$ cat src/rtl/extirq_pkg.sv
package extirq_pkg;
   localparam int unsigned SENSE_W = 2;

   typedef enum logic [SENSE_W-1:0] {
      SENSE_LOW  = 2'b00,
      SENSE_ANY  = 2'b01,
      SENSE_FALL = 2'b10,
      SENSE_RISE = 2'b11
   } sense_e;
endpackage

$ cat src/rtl/extirq_ctl_reg.sv
module extirq_ctl_reg
   import extirq_pkg::*;
#(
   parameter int unsigned NUM_CH = 2,
   parameter int unsigned REG_W  = 8
) (
   input  logic                            clk,
   input  logic                            rst_n,
   input  logic                            wr_i,
   input  logic [REG_W-1:0]                wdata_i,
   output logic [REG_W-1:0]                rdata_o,
   output logic [NUM_CH-1:0][SENSE_W-1:0]  sense_o,
   output logic [NUM_CH-1:0]               reload_o
);
   localparam int unsigned USED_W = NUM_CH * SENSE_W;

   logic [NUM_CH-1:0][SENSE_W-1:0] field_q;
   logic [NUM_CH-1:0][SENSE_W-1:0] wr_field;

   assign wr_field = wdata_i[USED_W-1:0];

   always_ff @(posedge clk or negedge rst_n) begin
      if (!rst_n)    field_q <= '0;
      else if (wr_i) field_q <= wr_field;
   end

   for (genvar c = 0; c < NUM_CH; c++) begin : g_chg
      assign reload_o[c] = wr_i && (wr_field[c] != field_q[c]);
   end

   if (REG_W > USED_W) begin : g_rsvd
      logic rsvd_unused;
      assign rsvd_unused = ^wdata_i[REG_W-1:USED_W];
      assign rdata_o = {{(REG_W-USED_W){1'b0}}, field_q};
   end else begin : g_full
      assign rdata_o = field_q;
   end

   assign sense_o = field_q;

   // a write lands in the field bits on the next edge
   p_field_load_r2: assert property (@(posedge clk) disable iff (!rst_n)
      wr_i |=> (sense_o == $past(wdata_i[USED_W-1:0])));
endmodule

$ cat src/rtl/extirq_edge_det.sv
module extirq_edge_det
   import extirq_pkg::*;
#(
   parameter int unsigned SYNC_STAGES = 1,
   parameter bit          PIN_RESET   = 1'b1
) (
   input  logic               clk,
   input  logic               rst_n,
   input  logic               io_clk_en,
   input  logic               pin_i,
   input  logic               reload_i,
   input  logic [SENSE_W-1:0] mode_i,
   output logic               hit_o
);
   logic [SYNC_STAGES-1:0] samp_q;
   logic                   prev_q;
   logic                   cur;

   if (SYNC_STAGES == 1) begin : g_one
      always_ff @(posedge clk or negedge rst_n) begin
         if (!rst_n)         samp_q <= PIN_RESET;
         else if (reload_i)  samp_q <= pin_i;
         else if (io_clk_en) samp_q <= pin_i;
      end
   end else begin : g_chain
      always_ff @(posedge clk or negedge rst_n) begin
         if (!rst_n)         samp_q <= {SYNC_STAGES{PIN_RESET}};
         else if (reload_i)  samp_q <= {SYNC_STAGES{pin_i}};
         else if (io_clk_en) samp_q <= {samp_q[SYNC_STAGES-2:0], pin_i};
      end
   end

   assign cur = samp_q[SYNC_STAGES-1];

   always_ff @(posedge clk or negedge rst_n) begin
      if (!rst_n)         prev_q <= PIN_RESET;
      else if (reload_i)  prev_q <= pin_i;
      else if (io_clk_en) prev_q <= cur;
   end

   logic rise, fall;
   assign rise = io_clk_en && !reload_i && !prev_q &&  cur;
   assign fall = io_clk_en && !reload_i &&  prev_q && !cur;

   always_comb begin
      unique case (sense_e'(mode_i))
         SENSE_ANY:  hit_o = rise || fall;
         SENSE_FALL: hit_o = fall;
         SENSE_RISE: hit_o = rise;
         default:    hit_o = 1'b0;
      endcase
   end

   // history frozen while the I/O clock is stopped
   p_hold_noclk_r8: assert property (@(posedge clk) disable iff (!rst_n)
      (!io_clk_en && !reload_i) |=> $stable(prev_q));
   // mode change reloads history from the pin
   p_reload_r11: assert property (@(posedge clk) disable iff (!rst_n)
      reload_i |=> (prev_q == $past(pin_i)));
endmodule

$ cat src/rtl/extirq_flag.sv
module extirq_flag (
   input  logic clk,
   input  logic rst_n,
   input  logic set_i,
   input  logic clr_i,
   output logic flag_o
);
   always_ff @(posedge clk or negedge rst_n) begin
      if (!rst_n)     flag_o <= 1'b0;
      else if (set_i) flag_o <= 1'b1;
      else if (clr_i) flag_o <= 1'b0;
   end

   // a detected edge is latched
   p_set_r4: assert property (@(posedge clk) disable iff (!rst_n)
      set_i |=> flag_o);
   // clear without a competing edge empties the flag
   p_clr_r9: assert property (@(posedge clk) disable iff (!rst_n)
      (clr_i && !set_i) |=> !flag_o);
endmodule

$ cat src/rtl/extirq_sense.sv
module extirq_sense
   import extirq_pkg::*;
#(
   parameter int unsigned NUM_CH      = 2,
   parameter int unsigned REG_W       = 8,
   parameter int unsigned SYNC_STAGES = 1,
   parameter bit          PIN_RESET   = 1'b1
) (
   input  logic              clk,
   input  logic              rst_n,
   input  logic              io_clk_en,
   input  logic [NUM_CH-1:0] pin_i,
   input  logic              ctl_wr_i,
   input  logic [REG_W-1:0]  ctl_wdata_i,
   output logic [REG_W-1:0]  ctl_rdata_o,
   input  logic [NUM_CH-1:0] flag_clr_i,
   input  logic [NUM_CH-1:0] ack_i,
   input  logic [NUM_CH-1:0] mask_i,
   input  logic              gie_i,
   output logic [NUM_CH-1:0] flag_o,
   output logic [NUM_CH-1:0] irq_o
);
   localparam int unsigned USED_W = NUM_CH * SENSE_W;

   if (NUM_CH < 1 || USED_W > REG_W) begin : g_bad_width
      $error("extirq_sense: %0d channels do not fit a %0d-bit register", NUM_CH, REG_W);
   end
   if (SYNC_STAGES < 1 || SYNC_STAGES > 3) begin : g_bad_sync
      $error("extirq_sense: SYNC_STAGES must be 1..3");
   end

   logic [NUM_CH-1:0][SENSE_W-1:0] sense;
   logic [NUM_CH-1:0]              reload;
   logic [NUM_CH-1:0]              hit;

   extirq_ctl_reg #(.NUM_CH(NUM_CH), .REG_W(REG_W)) u_ctl (
      .clk      (clk),
      .rst_n    (rst_n),
      .wr_i     (ctl_wr_i),
      .wdata_i  (ctl_wdata_i),
      .rdata_o  (ctl_rdata_o),
      .sense_o  (sense),
      .reload_o (reload)
   );

   for (genvar c = 0; c < NUM_CH; c++) begin : g_ch
      logic level_mode;
      assign level_mode = (sense_e'(sense[c]) == SENSE_LOW);

      extirq_edge_det #(.SYNC_STAGES(SYNC_STAGES), .PIN_RESET(PIN_RESET)) u_det (
         .clk       (clk),
         .rst_n     (rst_n),
         .io_clk_en (io_clk_en),
         .pin_i     (pin_i[c]),
         .reload_i  (reload[c]),
         .mode_i    (sense[c]),
         .hit_o     (hit[c])
      );

      extirq_flag u_flag (
         .clk    (clk),
         .rst_n  (rst_n),
         .set_i  (hit[c]),
         .clr_i  (flag_clr_i[c] || ack_i[c]),
         .flag_o (flag_o[c])
      );

      // level path is purely combinational so it survives a stopped clock
      assign irq_o[c] = gie_i && mask_i[c] && (level_mode ? !pin_i[c] : flag_o[c]);

      // level mode never latches a flag
      p_level_no_flag_r12: assert property (@(posedge clk) disable iff (!rst_n)
         (level_mode && !flag_o[c]) |=> !flag_o[c]);
      // disabled global enable keeps the request low at every edge
      p_gate_r10: assert property (@(posedge clk) disable iff (!rst_n)
         (!gie_i || !mask_i[c]) |-> !irq_o[c]);
   end
endmodule

$ cat config.mk
export PLATFORM = sky130hd
export DESIGN_NAME = extirq_sense
export DESIGN_NICKNAME = d
export VERILOG_FILES = /design/src/rtl/extirq_pkg.sv /design/src/rtl/extirq_ctl_reg.sv /design/src/rtl/extirq_edge_det.sv /design/src/rtl/extirq_flag.sv /design/src/rtl/extirq_sense.sv
export SDC_FILE = /design/constraint.sdc
export NUM_CORES = 1
export LEC_CHECK = 0
export BUFFER_PORTS_ARGS = -buffer_cell sky130_fd_sc_hd__buf_2
export CORE_MARGIN = 2
export CORE_UTILIZATION = 39
export DETAILED_ROUTE_END_ITERATION = 8
export PLACE_DENSITY = 0.78
export SKIP_LAST_GASP = 1
export SLEW_MARGIN = 20
export SYNTH_ARGS = -nofsm -noshare
export SYNTH_HDL_FRONTEND = slang
export SYNTH_SLANG_ARGS = --single-unit
$ cat constraint.sdc
create_clock -name clk -period 1.3 [get_ports clk]
set_clock_uncertainty 0.2 [all_clocks]
set_input_delay 0.065 -clock clk [delete_from_list [all_inputs] [get_ports clk]]
set_output_delay 0.065 -clock clk [all_outputs]
set_load 0.05 [all_outputs]
Yosys cells after proc, flatten, opt, wreduce, memory -nomap -nowiden
Cells that the tools add are included.

Register bits after elaboration: 10. Input bits: 21.

Eq/ne operators: 8. Multiplexer cells: 16. Reductions and logical operators: 34.

Operators with widths (count): $logic_and A1 B1 Y1 (16); $mux W1 (14); $eq A2 B2 Y1 const B (4); $logic_not A1 Y1 (8); $reduce_bool A2 Y1 (4); $pmux W1 S3 (2); $eq A2 B1 Y1 const B (2); $logic_not A2 Y1 (2); $logic_or A1 B1 Y1 (4); $ne A2 B2 Y1 (2).

Depth between registers and ports, before layout
Word-level depth: 9. Mapped depth: 3. Depth with buffers taken out: 3.

By module
Synthesis repeated with hierarchy kept, for this count alone.

Cells, all modules: 63. Area, all modules: 674.4 um2.

By module, submodules not included: extirq_edge_det (instances 2, cells an instance 12, area each 145.1 um2, seq. area each 52.6 um2); extirq_ctl_reg (instances 1, cells an instance 23, area each 259.0 um2, seq. area each 100.1 um2); extirq_flag (instances 2, cells an instance 3, area each 36.3 um2, seq. area each 25.0 um2); extirq_sense (instances 1, cells an instance 10, area each 52.6 um2, seq. area each 0.0 um2).

Least setup slack after synthesis
No wires, ideal clock.

Kind: register to output. Start: reg u_ctl.field_q (netlist bit u_ctl.rdata_o[2]). End: out irq_o[1]. Arrival: 1.422 ns. Data required time: 1.035 ns. Slack: -0.387 ns. Cell stages (with the launch flop): 4. Cell sequence: dfrtp_1 o21ai_0 o31ai_1 and3_1.

Longest elaborated chain between the ends: 3.

Ends and longest elaborated chain: from (decl) (RTL line extirq_ctl_reg.sv:17) `logic [NUM_CH-1:0][SENSE_W-1:0] field_q;`; from (signal assigned) (RTL line extirq_ctl_reg.sv:24) `else if (wr_i) field_q <= wr_field;`; $logic_not A2 Y1 (RTL line extirq_sense.sv:48) `assign level_mode = (sense_e'(sense[c]) == SENSE_LOW);`; $mux W1 (RTL line extirq_sense.sv:69) `assign irq_o[c] = gie_i && mask_i[c] && (level_mode ? !pin_i[c] : flag_o[c]);`; $logic_and A1 B1 Y1 (RTL line extirq_sense.sv:69); to (decl) (RTL line extirq_sense.sv:21) `output logic [NUM_CH-1:0] irq_o`.

No other way between the ends.

Worst setup path after layout
Start: reg u_ctl.field_q (netlist bit u_ctl.rdata_o[3]). End: out irq_o[1].

The elaborated chain is that of the path after synthesis.

==> summary.md <==
| Metric | Value |
|---|---|
| Clock power share | between 20% and 30% |
| Register Area | 260 µm² |
| Die Height | about 45 µm |
| FMAX | 0.609 GHz |
| Synth warn | 0 |
| Post-synth top area share | a little under a quarter |
| Worst vdd ir | between 0.8 and 0.9 mV |
| DRT antenna net count | 0 |
| Int Power | 0.000787 W |
| Worst skew pair latency | 0.29 ns |
| XOR/XNOR Fraction of Synth Area | between 5 and 6% |
| Crit path to | irq_o[1] |
| Compound-Gate Fraction of Synth Area | 20.8% |
| Reg2reg setup slack | -0.24 ns |
| Largest net degree at the start of global routing | 9 |
| Max Buffers Root-to-Sink | 2 |
| Area Growth Syn to Fin | 82.5% |
| Synth cell types | 23 |
| Synth Area in Simple Gates | between 10% and 20% |
| Cells after Synth | 62 |
| Number of cells on the critical path | 3 |
| Synth Cell Area | about 650 µm² |
| Critical path arrival | 1.38 ns |
| Setup total negative slack | -2.27 ns |
| Synth Area in Adders | 0% |
| CP max stage cell | dfrtp_2 |
| Fill count | 93 |
| Worst Setup End Kind | output pin |
| Final Cycle Share | 126% |
| Crit Path Class | reg2out |
| Number of global-route vias before repair | 773 |
| CP required | roughly 1.0 ns |
| Initial DRC Count | 37 |
| Leak | approximately 0.56 nW |
| Routed WL | 2490 µm |
| CP bufs+invs | 1 |
| R2r endpoint | g_ch[0].u_det.cur$_DFFE_PN1P_ |
| Starting Density | a little over two fifths |
| Minimum clock period | 1.64 ns |
| Final Hold Viols | 0 |
| Startpoint Class | flop |
| Status | finished, violations left |
| ANT cells | 0 |
| Failing checks | negative setup slack |
| Delay-heaviest family, CP | flip-flops |
| CORE AREA | ~1500 µm² |
| Routed WL per cell | between 15 and 20 µm |
| Post-DR vias/cell | ~5.6 |
| Worst setup margin | -0.341 ns |
| Nets | about 130 |
| Clk sinks | 10 |
| Reg2Reg Depth | 4 |
| Setup Viol. Count Final | 14 |
| Worst-case hold slack | roughly 0.12 ns |
| R2r startpoint | u_ctl.rdata_o[0]$_DFFE_PN0P_ |
| Pre-antenna DRT Iters | 4 |
| CP peak stage delay | 0.46 ns |
| CTS H-tree lvls | 1 |
| First-pass GRT wire length | between 3000 and 4000 µm |
| Multi-input logic area | 400 µm² |
| Initial antenna violation count | 0 |
| Seq cells post-synth | 10 |
| Max-Cap Viols | 0 |
| Power Density | roughly 1100 nW/µm² |
| Slew Viols, Final | 0 |
| Register area share after synthesis | 39.3% |
| Clock Tree Root | clkbuf_4 |
| Fraction of synthesized area in multiplexers | between 10% and 20% |
| CTS tree | built |
| Synth top area cells | dfrtp_1 (23%), dfstp_2 (16%), buf_4 (6.9%) |
| DR vias | a little over 700 |
| Dpl hpwl | ~1100 µm |
| CP Cell Sequence | o31ai_4, and3_4, buf_8 |
| GR Util All Layers | around 30% |
| Clock transition at the registers of the reported paths | roughly 0.080 ns |
| Total power | 0.00126 W |
| Placer Congestion | 0.821 |
| CP Launch Point | u_ctl.rdata_o[3]$_DFFE_PN0P_ |
| PortBufs | 24 |
| Comb power frac | between 40% and 50% |
| Crit path max fanout | 3 |
| RSZ-0062 raised after global routing | yes |
| Synth Area per Inst | approximately 10 µm² |
| Placement Rows | 14 |
| Sw power | 0.000472 W |
| I/O pins | 33 |
| Total grt overflow | 0 |
| Yosys top cell by area | dfrtp_1 |
| Sequential Power Share | between 30 and 40% |
| Fraction of layout cells with a size suffix above 1 | 58.9% |
| Sw frac | between 30% and 40% |
| Die ar. | between 2000 and 2500 µm² |
| Die W | 44.8 µm |
| CTS Buf Count | 3 |
| Largest family of logic cells by synthesized area | compound AO/OA/AOI/OAI gates |
| DRC violations left | 0 |
| Hold/Removal Path Class | in2async |
power by group through the flow:
stage          clock (W)  combinational (W)  sequential, W
2_1_floorplan          0           0.000204       0.000455
3_3_place_gp           0           0.000334       0.000415
3_5_place_dp           0           0.000345       0.000417
4_1_cts         0.000294           0.000482       0.000414
5_1_grt         0.000320           0.000550       0.000429
6_report        0.000311           0.000526       0.000423
stage by stage:
stage / instances / setup slack (ns) / util (%) / area [µm²]
global route: 128 / -0.375 / 76.9 / 1180
floorplan: 65 / -0.135 / - / 672
finish: 128 / -0.341 / 76.9 / 1180
CTS: 128 / -0.277 / 74.8 / 1150
global placement: 104 / -0.136 / 52.6 / 811
detailed placement: 104 / -0.135 / 52.6 / 811
worst reg2reg max path, stage by stage, from the launching register on:
cell and delay, ns:
dfrtp_2 0.45, buf_6 0.14, xor2_2 0.15, o21a_1 0.23, o311ai_2 0.27
worst min-delay path by stage:
stage	end	slack, ns
6_report	g_ch[1].u_det.cur$_DFFE_PN1P_	0.12
3_3_place_gp	u_ctl.rdata_o[3]$_DFFE_PN0P_	-0.27
3_5_place_dp	g_ch[1].u_flag.flag_o$_DFFE_PN0P_	-0.26
2_1_floorplan	g_ch[0].u_flag.flag_o$_DFFE_PN0P_	-0.43
4_1_cts	g_ch[1].u_det.prev_q$_DFFE_PN1P_	0.08
5_1_grt	g_ch[1].u_det.cur$_DFFE_PN1P_	0.14
flip-flops by register name, indices dropped and copies added (netlist names):
register / flops
u_ctl.rdata_o: 4
g_ch.u_det.cur: 2
g_ch.u_det.prev_q: 2
g_ch.u_flag.flag_o: 2
what timing repair did:
action,4_1_cts,5_1_grt
cloned,0,0
pin swaps,8,5
setup endpoints to repair,10,21
resized for setup,33,8
buffers inserted,6,0
hold endpoints to repair,20,0
hold buffers,14,0
cells by family (layout without fill, tap and decap cells):
group	count (synthesis)	count (layout)
AOI/OAI and AO/OA	16	16
buffers and inverters	13	60
and+or+nand+nor	12	12
DFF	10	10
muxes	6	6
xor gates and xnor gates	4	4
other	1	4
Yosys cell counts (all sizes together):
cell type / number
mux2i: 2
o31ai: 4
a311oi: 2
nand2: 4
clkbuf: 1
buf: 7
dfstp: 4
and3: 2
xor2: 4
o311ai: 2
inv: 5
o211ai: 2
o21ai: 4
dfrtp: 6
nor4bb: 1
mux2: 4
nor2: 2
and4bb: 3
conb: 1
o21a: 2
layer usage:
| metal | wire length (µm) | track usage (%) |
|---|---|---|
| met3 | 195 | 6.80 |
| met5 | 0 | 0 |
| met4 | 89 | 18.2 |
| met2 | 1230 | 48.4 |
| met1 | 978 | 36.0 |
placed cells by master (no fill, tap or decap), types with 4 or more instances in the layout:
cell           count
buf_2             17
dlygate4sd3_1     13
buf_6              9
buf_4              6
inv_1              5
buf_8              5
nand2_1            4
conb_1             4
dfstp_2            4
dfrtp_2            4
area by class of cell:
| cell class | count | share of cell area (%) |
|---|---|---|
| Timing Repair Buffer | 51 | 37.9 |
| Multi-Input combinational cell | 42 | 33.8 |
| Sequential cell | 10 | 22.0 |
| Clock buffer | 4 | 3.06 |
| Tap cell | 16 | 1.69 |
| Inverter | 5 | 1.58 |
(Power assumes the default switching activity.)
